--- config.mk ---
export PLATFORM = sky130hd
export DESIGN_NAME = tmr_input_capture
export DESIGN_NICKNAME = d
export VERILOG_FILES = /design/src/rtl/icap_pkg.sv /design/src/rtl/icap_sync.sv /design/src/rtl/icap_filter.sv /design/src/rtl/icap_edge_cap.sv /design/src/rtl/tmr_input_capture.sv
export SDC_FILE = /design/constraint.sdc
export NUM_CORES = 1
export LEC_CHECK = 0
export ABC_AREA = 0
export BUFFER_PORTS_ARGS = -buffer_cell sky130_fd_sc_hd__buf_4
export CAP_MARGIN = 20
export CORE_MARGIN = 1.5
export CORE_UTILIZATION = 56
export CTS_CLUSTER_SIZE = 16
export DETAILED_ROUTE_END_ITERATION = 8
export PLACE_DENSITY_LB_ADDON = 0.3
export SETUP_SLACK_MARGIN = 0.5
export SLEW_MARGIN = 20
export SYNTH_ARGS = -nofsm -noshare
export SYNTH_HDL_FRONTEND = slang
export SYNTH_SLANG_ARGS = --single-unit
--- constraint.sdc ---
create_clock -name clk -period 2.3 [get_ports clk]
set_input_delay 0.23 -clock clk [delete_from_list [all_inputs] [get_ports clk]]
set_output_delay 0.23 -clock clk [all_outputs]
set_load 0.02 [all_outputs]
--- src/rtl/icap_pkg.sv ---
package icap_pkg;

    // Noise filter qualification states
    typedef enum logic [1:0] {
        FL_LO   = 2'd0,
        FL_RISE = 2'd1,
        FL_HI   = 2'd2,
        FL_FALL = 2'd3
    } filt_st_t;

    // Capture flag states
    typedef enum logic {
        FG_CLEAR = 1'b0,
        FG_SET   = 1'b1
    } flag_st_t;

endpackage

--- src/rtl/icap_sync.sv ---
module icap_sync #(
    parameter int W      = 2,
    parameter int STAGES = 2
) (
    input  logic         clk,
    input  logic         rst_n,
    input  logic [W-1:0] d_i,
    output logic [W-1:0] q_o
);

    logic [STAGES-1:0][W-1:0] chain_q;

    always_ff @(posedge clk or negedge rst_n) begin
        if (!rst_n) begin
            chain_q <= '0;
        end else begin
            chain_q[0] <= d_i;
            for (int i = 1; i < STAGES; i++) begin
                chain_q[i] <= chain_q[i-1];
            end
        end
    end

    assign q_o = chain_q[STAGES-1];

endmodule

--- src/rtl/icap_filter.sv ---
module icap_filter
    import icap_pkg::*;
#(
    parameter int FILT_LEN = 4
) (
    input  logic clk,
    input  logic rst_n,
    input  logic en_i,
    input  logic din_i,
    output logic lvl_o
);

    localparam int CW = $clog2(FILT_LEN + 1);
    localparam logic [CW-1:0] LAST = CW'(FILT_LEN - 1);

    filt_st_t       state_q, state_n;
    logic [CW-1:0]  cnt_q, cnt_n;
    logic           filt_lvl;

    // State register
    always_ff @(posedge clk or negedge rst_n) begin
        if (!rst_n) begin
            state_q <= FL_LO;
            cnt_q   <= '0;
        end else begin
            state_q <= state_n;
            cnt_q   <= cnt_n;
        end
    end

    // Transitions
    always_comb begin
        state_n = state_q;
        cnt_n   = cnt_q;
        unique case (state_q)
            FL_LO: begin
                if (din_i) begin
                    state_n = FL_RISE;
                    cnt_n   = CW'(1);
                end
            end
            FL_RISE: begin
                if (!din_i) begin
                    state_n = FL_LO;
                    cnt_n   = '0;
                end else if (cnt_q == LAST) begin
                    state_n = FL_HI;
                    cnt_n   = '0;
                end else begin
                    cnt_n = cnt_q + CW'(1);
                end
            end
            FL_HI: begin
                if (!din_i) begin
                    state_n = FL_FALL;
                    cnt_n   = CW'(1);
                end
            end
            FL_FALL: begin
                if (din_i) begin
                    state_n = FL_HI;
                    cnt_n   = '0;
                end else if (cnt_q == LAST) begin
                    state_n = FL_LO;
                    cnt_n   = '0;
                end else begin
                    cnt_n = cnt_q + CW'(1);
                end
            end
            default: begin
                state_n = FL_LO;
                cnt_n   = '0;
            end
        endcase
    end

    // Outputs
    always_comb begin
        filt_lvl = (state_q == FL_HI) || (state_q == FL_FALL);
        lvl_o    = en_i ? filt_lvl : din_i;
    end

    AST_FILT_RISE_AGREES: assert property (@(posedge clk) disable iff (!rst_n)
        $rose(filt_lvl) |-> $past(din_i));
    AST_FILT_FALL_AGREES: assert property (@(posedge clk) disable iff (!rst_n)
        $fell(filt_lvl) |-> !$past(din_i));
    AST_FILT_FULL_RUN: assert property (@(posedge clk) disable iff (!rst_n)
        (filt_lvl != $past(filt_lvl)) |-> ($past(cnt_q) == LAST));

endmodule

--- src/rtl/icap_edge_cap.sv ---
module icap_edge_cap
    import icap_pkg::*;
#(
    parameter int TW = 16
) (
    input  logic          clk,
    input  logic          rst_n,
    input  logic          lvl_i,
    input  logic          rise_sel_i,
    input  logic          clr_i,
    input  logic [TW-1:0] count_i,
    output logic [TW-1:0] cap_o,
    output logic          flag_o
);

    logic          prev_q;
    logic          evt;
    logic [TW-1:0] cap_q;
    flag_st_t      flag_q, flag_n;

    always_comb begin
        evt = rise_sel_i ? (lvl_i & ~prev_q) : (~lvl_i & prev_q);
    end

    // State register
    always_ff @(posedge clk or negedge rst_n) begin
        if (!rst_n) begin
            prev_q <= 1'b0;
            cap_q  <= '0;
            flag_q <= FG_CLEAR;
        end else begin
            prev_q <= lvl_i;
            if (evt) cap_q <= count_i;
            flag_q <= flag_n;
        end
    end

    // Flag transitions: a capture event wins over a clear strobe
    always_comb begin
        flag_n = flag_q;
        unique case (flag_q)
            FG_CLEAR: if (evt) flag_n = FG_SET;
            FG_SET:   if (clr_i && !evt) flag_n = FG_CLEAR;
            default:  flag_n = FG_CLEAR;
        endcase
    end

    // Outputs
    always_comb begin
        cap_o  = cap_q;
        flag_o = (flag_q == FG_SET);
    end

    AST_CAP_LOADS: assert property (@(posedge clk) disable iff (!rst_n)
        $past(evt) |-> (cap_o == $past(count_i)));
    AST_CAP_HOLDS: assert property (@(posedge clk) disable iff (!rst_n)
        !$past(evt) |-> $stable(cap_o));
    AST_FLAG_ON_CAPTURE: assert property (@(posedge clk) disable iff (!rst_n)
        $past(evt) |-> flag_o);
    AST_FLAG_CLEARS: assert property (@(posedge clk) disable iff (!rst_n)
        $past(clr_i && !evt) |-> !flag_o);
    AST_CAPTURE_BEATS_CLEAR: assert property (@(posedge clk) disable iff (!rst_n)
        $past(clr_i && evt) |-> flag_o);

endmodule

--- src/rtl/tmr_input_capture.sv ---
module tmr_input_capture #(
    parameter int TW          = 16,
    parameter int SYNC_STAGES = 2,
    parameter int FILT_LEN    = 4
) (
    input  logic          clk,
    input  logic          rst_n,
    input  logic          cap_pin_i,
    input  logic          cmp_out_i,
    input  logic          src_cmp_i,
    input  logic          edge_rise_i,
    input  logic          filt_en_i,
    input  logic          irq_en_i,
    input  logic          flag_clr_i,
    input  logic [TW-1:0] count_i,
    output logic [TW-1:0] cap_val_o,
    output logic          cap_flag_o,
    output logic          irq_o
);

    localparam int N_SRC = 2;

    logic [N_SRC-1:0] raw_in;
    logic [N_SRC-1:0] synced;
    logic             trig_lvl;
    logic             clean_lvl;

    assign raw_in = {cmp_out_i, cap_pin_i};

    icap_sync #(.W(N_SRC), .STAGES(SYNC_STAGES)) u_sync (
        .clk   (clk),
        .rst_n (rst_n),
        .d_i   (raw_in),
        .q_o   (synced)
    );

    // Source select after synchronization: a switch is seen at once
    assign trig_lvl = src_cmp_i ? synced[1] : synced[0];

    icap_filter #(.FILT_LEN(FILT_LEN)) u_filt (
        .clk   (clk),
        .rst_n (rst_n),
        .en_i  (filt_en_i),
        .din_i (trig_lvl),
        .lvl_o (clean_lvl)
    );

    icap_edge_cap #(.TW(TW)) u_cap (
        .clk        (clk),
        .rst_n      (rst_n),
        .lvl_i      (clean_lvl),
        .rise_sel_i (edge_rise_i),
        .clr_i      (flag_clr_i),
        .count_i    (count_i),
        .cap_o      (cap_val_o),
        .flag_o     (cap_flag_o)
    );

    assign irq_o = cap_flag_o & irq_en_i;

    AST_IRQ_NEEDS_FLAG: assert property (@(posedge clk) disable iff (!rst_n)
        irq_o |-> cap_flag_o);
    AST_IRQ_NEEDS_EN: assert property (@(posedge clk) disable iff (!rst_n)
        irq_o |-> irq_en_i);

endmodule

==> results.py <==
metrics = {
    "floorplan": {
        "die-area_um2": 3190,
        "die_x_um": 56.5,
        "placeableCoreArea_um2": 2730,
        "std_cell_rows": 19,
        "die_height_um": 56.5,
        "initial_core_util_pct": 58.7,
        "io_pins": 43,
    },
    "grt": {
        "grt.overflow.total": 0,
        "grt_first_pass_wirelength_um": 6300,
        "grt_max_degree": 34,
        "grt_pass1_vias": 1397,
        "globalRouteTotalUtil_pct": 24.8,
        "grt_antenna_before_repair": 0,
    },
    "yosys": {
        "ys_top_cells_by_area": "dfrtp_1 (42%), o32ai_1 (18%), nor3_1 (6.6%), nand2b_1 (6.2%), nor3_2 (6.2%)",
        "synth.cell_area_um2": 1600,
        "library_cells_used_by_synthesis": 31,
        "post-synth-top-area-cell": "dfrtp_1",
        "ys_seq_elements": 27,
        "yosys_warnings": 0,
        "synth-seq-area-share_pct": 42.1,
        "post-synth-top-area-fraction_pct": 42.1,
        "synth_cells": 149,
        "synth.avg_cell_area_um2": 10.8,
        "synth_fp_nets": 175,
    },
    "clocking": {
        "tritoncts_num_sinks": 27,
        "clkSlewWorstSetupHoldPaths_ns": 0.15,
        "cts_tree": "built",
        "ctsHtreeMaxLevel": 1,
        "cts_root_buf": "clkbuf_4",
        "cts.path.max_buffers": 2,
        "postCtsSetupBuffers": 0,
        "clock_insertion_delay_worst_skew_ns": 0.34,
        "tritoncts.num_buffers": 3,
    },
    "worst_setup_path": {
        "setup.worst_path.class": "reg -> reg",
        "critical_path_source_type": "flop",
        "cp_data_arrival_time_ns": 1.92,
        "cp_data_required_time_ns": 2.53,
        "critical_path.max_fanout": 19,
        "cp_top_family": "simple AND/OR/NAND/NOR gates",
        "critical_path.cell_chain": "inv_2 -> nand3_2 -> o32ai_1 -> nor3_2",
        "worstSetupEndpointType": "flop",
        "critPathBufInv": 1,
        "crit_path_top_delay_cell": "dfrtp_1",
        "critical-path-max-stage-delay_ns": 0.42,
    },
    "sta": {
        "maxSlewViolCount": 0,
        "timing.slew.headroom_pct": 65.7,
        "final_hold_fails": 0,
        "final_count_of_negative_setup_slack_endpoints": 0,
        "setup_tns_ns": 0,
        "setup_repair_after_global_routing_missed_its_margin": "false",
        "finalCritPeriodShare_pct": 73.1,
        "fin_skew_ns": 0.00488,
        "hold_ws_ns": 0.184,
        "maxClockFrequency_mhz": 594,
        "finalCriticalPeriod_ns": 1.68,
        "worst_slew_pin_slew_ns": 0.515,
    },
    "cells_and_area": {
        "nNetsFinal": 215,
        "post_route_cells_drive_above_1_share_pct": 35.6,
        "layout.cells.most_common_list": "buf_4 (43), o32ai_1 (33), dfrtp_1 (27), nor3_1 (21), nand2b_1 (16)",
        "mostFrequentLayoutCell": "buf_4",
        "syn2layout_area_growth_pct": 21.6,
        "insertedDiodeCount": 0,
    },
    "drt": {
        "drt_first_iter_violations": 65,
        "viasPerCell": 6.47,
        "totalWireLength_um": 3720,
        "final_antenna_net_count": 0,
        "wl_per_cell_um": 17.0,
        "vias": 1416,
        "remaining_drc_errors": 0,
        "detailedRoute.firstPassIterationCount": 5,
    },
    "placed_design": {
        "placement.io_buffers": 42,
        "half_perimeter_wire_length_of_the_detailed_placement_result_um": 2400,
        "gp_congestion": 0.722,
    },
    "run_status": {
        "run_status": "complete, no violations",
    },
    "power_and_ir_drop": {
        "cellPowerDensity_nw_per_um2": 1170,
        "peakVddDrop_mv": 0.806,
        "power.leakage_nw": 0.781,
        "total_power_w": 0.00228,
    },
    "min_path": {
        "min_path_type": "in -> reg",
    },
    "flow_run": {
        "drv_cap": 0,
    },
}
[worst reg2reg max path, stage by stage, from the launching register on]
cell,delay [ns]
dfrtp_1,0.42
inv_2,0.28
nand3_2,0.38
o32ai_1,0.40
nor3_2,0.09
[state kept, by name (all words and copies together), names as in the netlist, named ones only]
name and cells:
u_cap.cap_o 16, u_cap.flag_o 1, u_cap.prev_q 1, u_filt.cnt_q 3, u_filt.state_q 1, u_sync.chain_q 2, u_sync.q_o 2
[repair_timing]
item	CTS	global route
endpoints found under the setup margin	0	12
hold buffers	3	0
resized for setup	0	2
hold endpoints to repair	29	0
[per-layer routing]
metal,track usage (%),wire [um]
met4,12.9,44
met3,4.61,213
met2,40.0,1860
met5,0,0
met1,31.7,1610
[where the power goes]
group | total [W] | leakage (nW) | switching [W] | internal [W]
clock network | 0.000217 | 0.0139 | 0.000151 | 0.0000668
registers | 0.000875 | 0.314 | 0.000212 | 0.000664
logic | 0.00119 | 0.453 | 0.000636 | 0.000555
total | 0.00228 | 0.781 | 0.000998 | 0.00129
[kinds of logic after synthesis]
group | count (synthesis) | share of synthesized area, %
AO/OA/AOI/OAI | 43 | 24.2
XOR/XNOR | 1 | 0.546
adder cells (fa/ha/maj) | 1 | 0.780
buffers and inverters | 15 | 5.77
flip-flops | 27 | 42.1
multiplexers | 2 | 1.56
AND/OR/NAND/NOR | 60 | 25.0
[layout make-up]
class / instances / area [um^2]
Clock inverter: 1 / 7.51
Tap cell: 31 / 38.8
Fill cell: 205 / 783
Timing Repair Buffer: 46 / 353
Inverter: 4 / 15.0
Multi-Input combinational cell: 107 / 838
Clock buffer: 3 / 22.5
Sequential cell: 27 / 676
[path summary, 6_finish.rpt]
check / start / to / slack [ns] / depth (start not counted)
max: u_cap.prev_q / u_cap.cap_o[6] / 0.62 / 4
min: flag_clr_i / u_cap.flag_o / 0.18 / 3
max reg2reg: u_cap.prev_q / u_cap.cap_o[6] / 0.62 / 4
min reg2reg: u_sync.chain_q[1] / u_sync.q_o[1] / 0.37 / 0
max in group asynchronous: rst_n / u_cap.cap_o[12] / 1.72 / 2
min in group asynchronous: rst_n / u_filt.state_q[0] / 0.32 / 2
[stage by stage]
stage | utilization (%) | instances | area [um^2] | setup slack (ns)
3_5_place_dp | 69.1 | 212 | 1890 | 0.572
3_3_place_gp | 69.1 | 212 | 1890 | 0.582
2_1_floorplan | - | 149 | 1600 | 0.863
5_1_grt | 71.4 | 219 | 1950 | 0.521
4_1_cts | 71.3 | 219 | 1950 | 0.568
6_report | 71.4 | 219 | 1950 | 0.618
[cell usage after synthesis]
cell type and n:
and2_1 1, nand3_2 1, dfrtp_1 27, nor3_4 1, inv_1 3, nor2_1 2, inv_2 1, o21a_1 2
nor2_4 1, a221o_1 1, a2bb2oi_4 1, a21oi_1 3, nand2b_1 16, xnor2_1 1, a31oi_1 1, clkbuf_1 1
nand2_1 3, buf_2 5, nand2b_4 1, o211a_1 1, o21ai_4 1, nor3b_1 1, buf_4 2, mux2i_1 1
buf_6 3, nor2b_1 2, o32ai_1 33, mux2_4 1, ha_1 1, nor3_2 10, nor3_1 21
No activity file was read; power rests on OpenSTA's default activity.
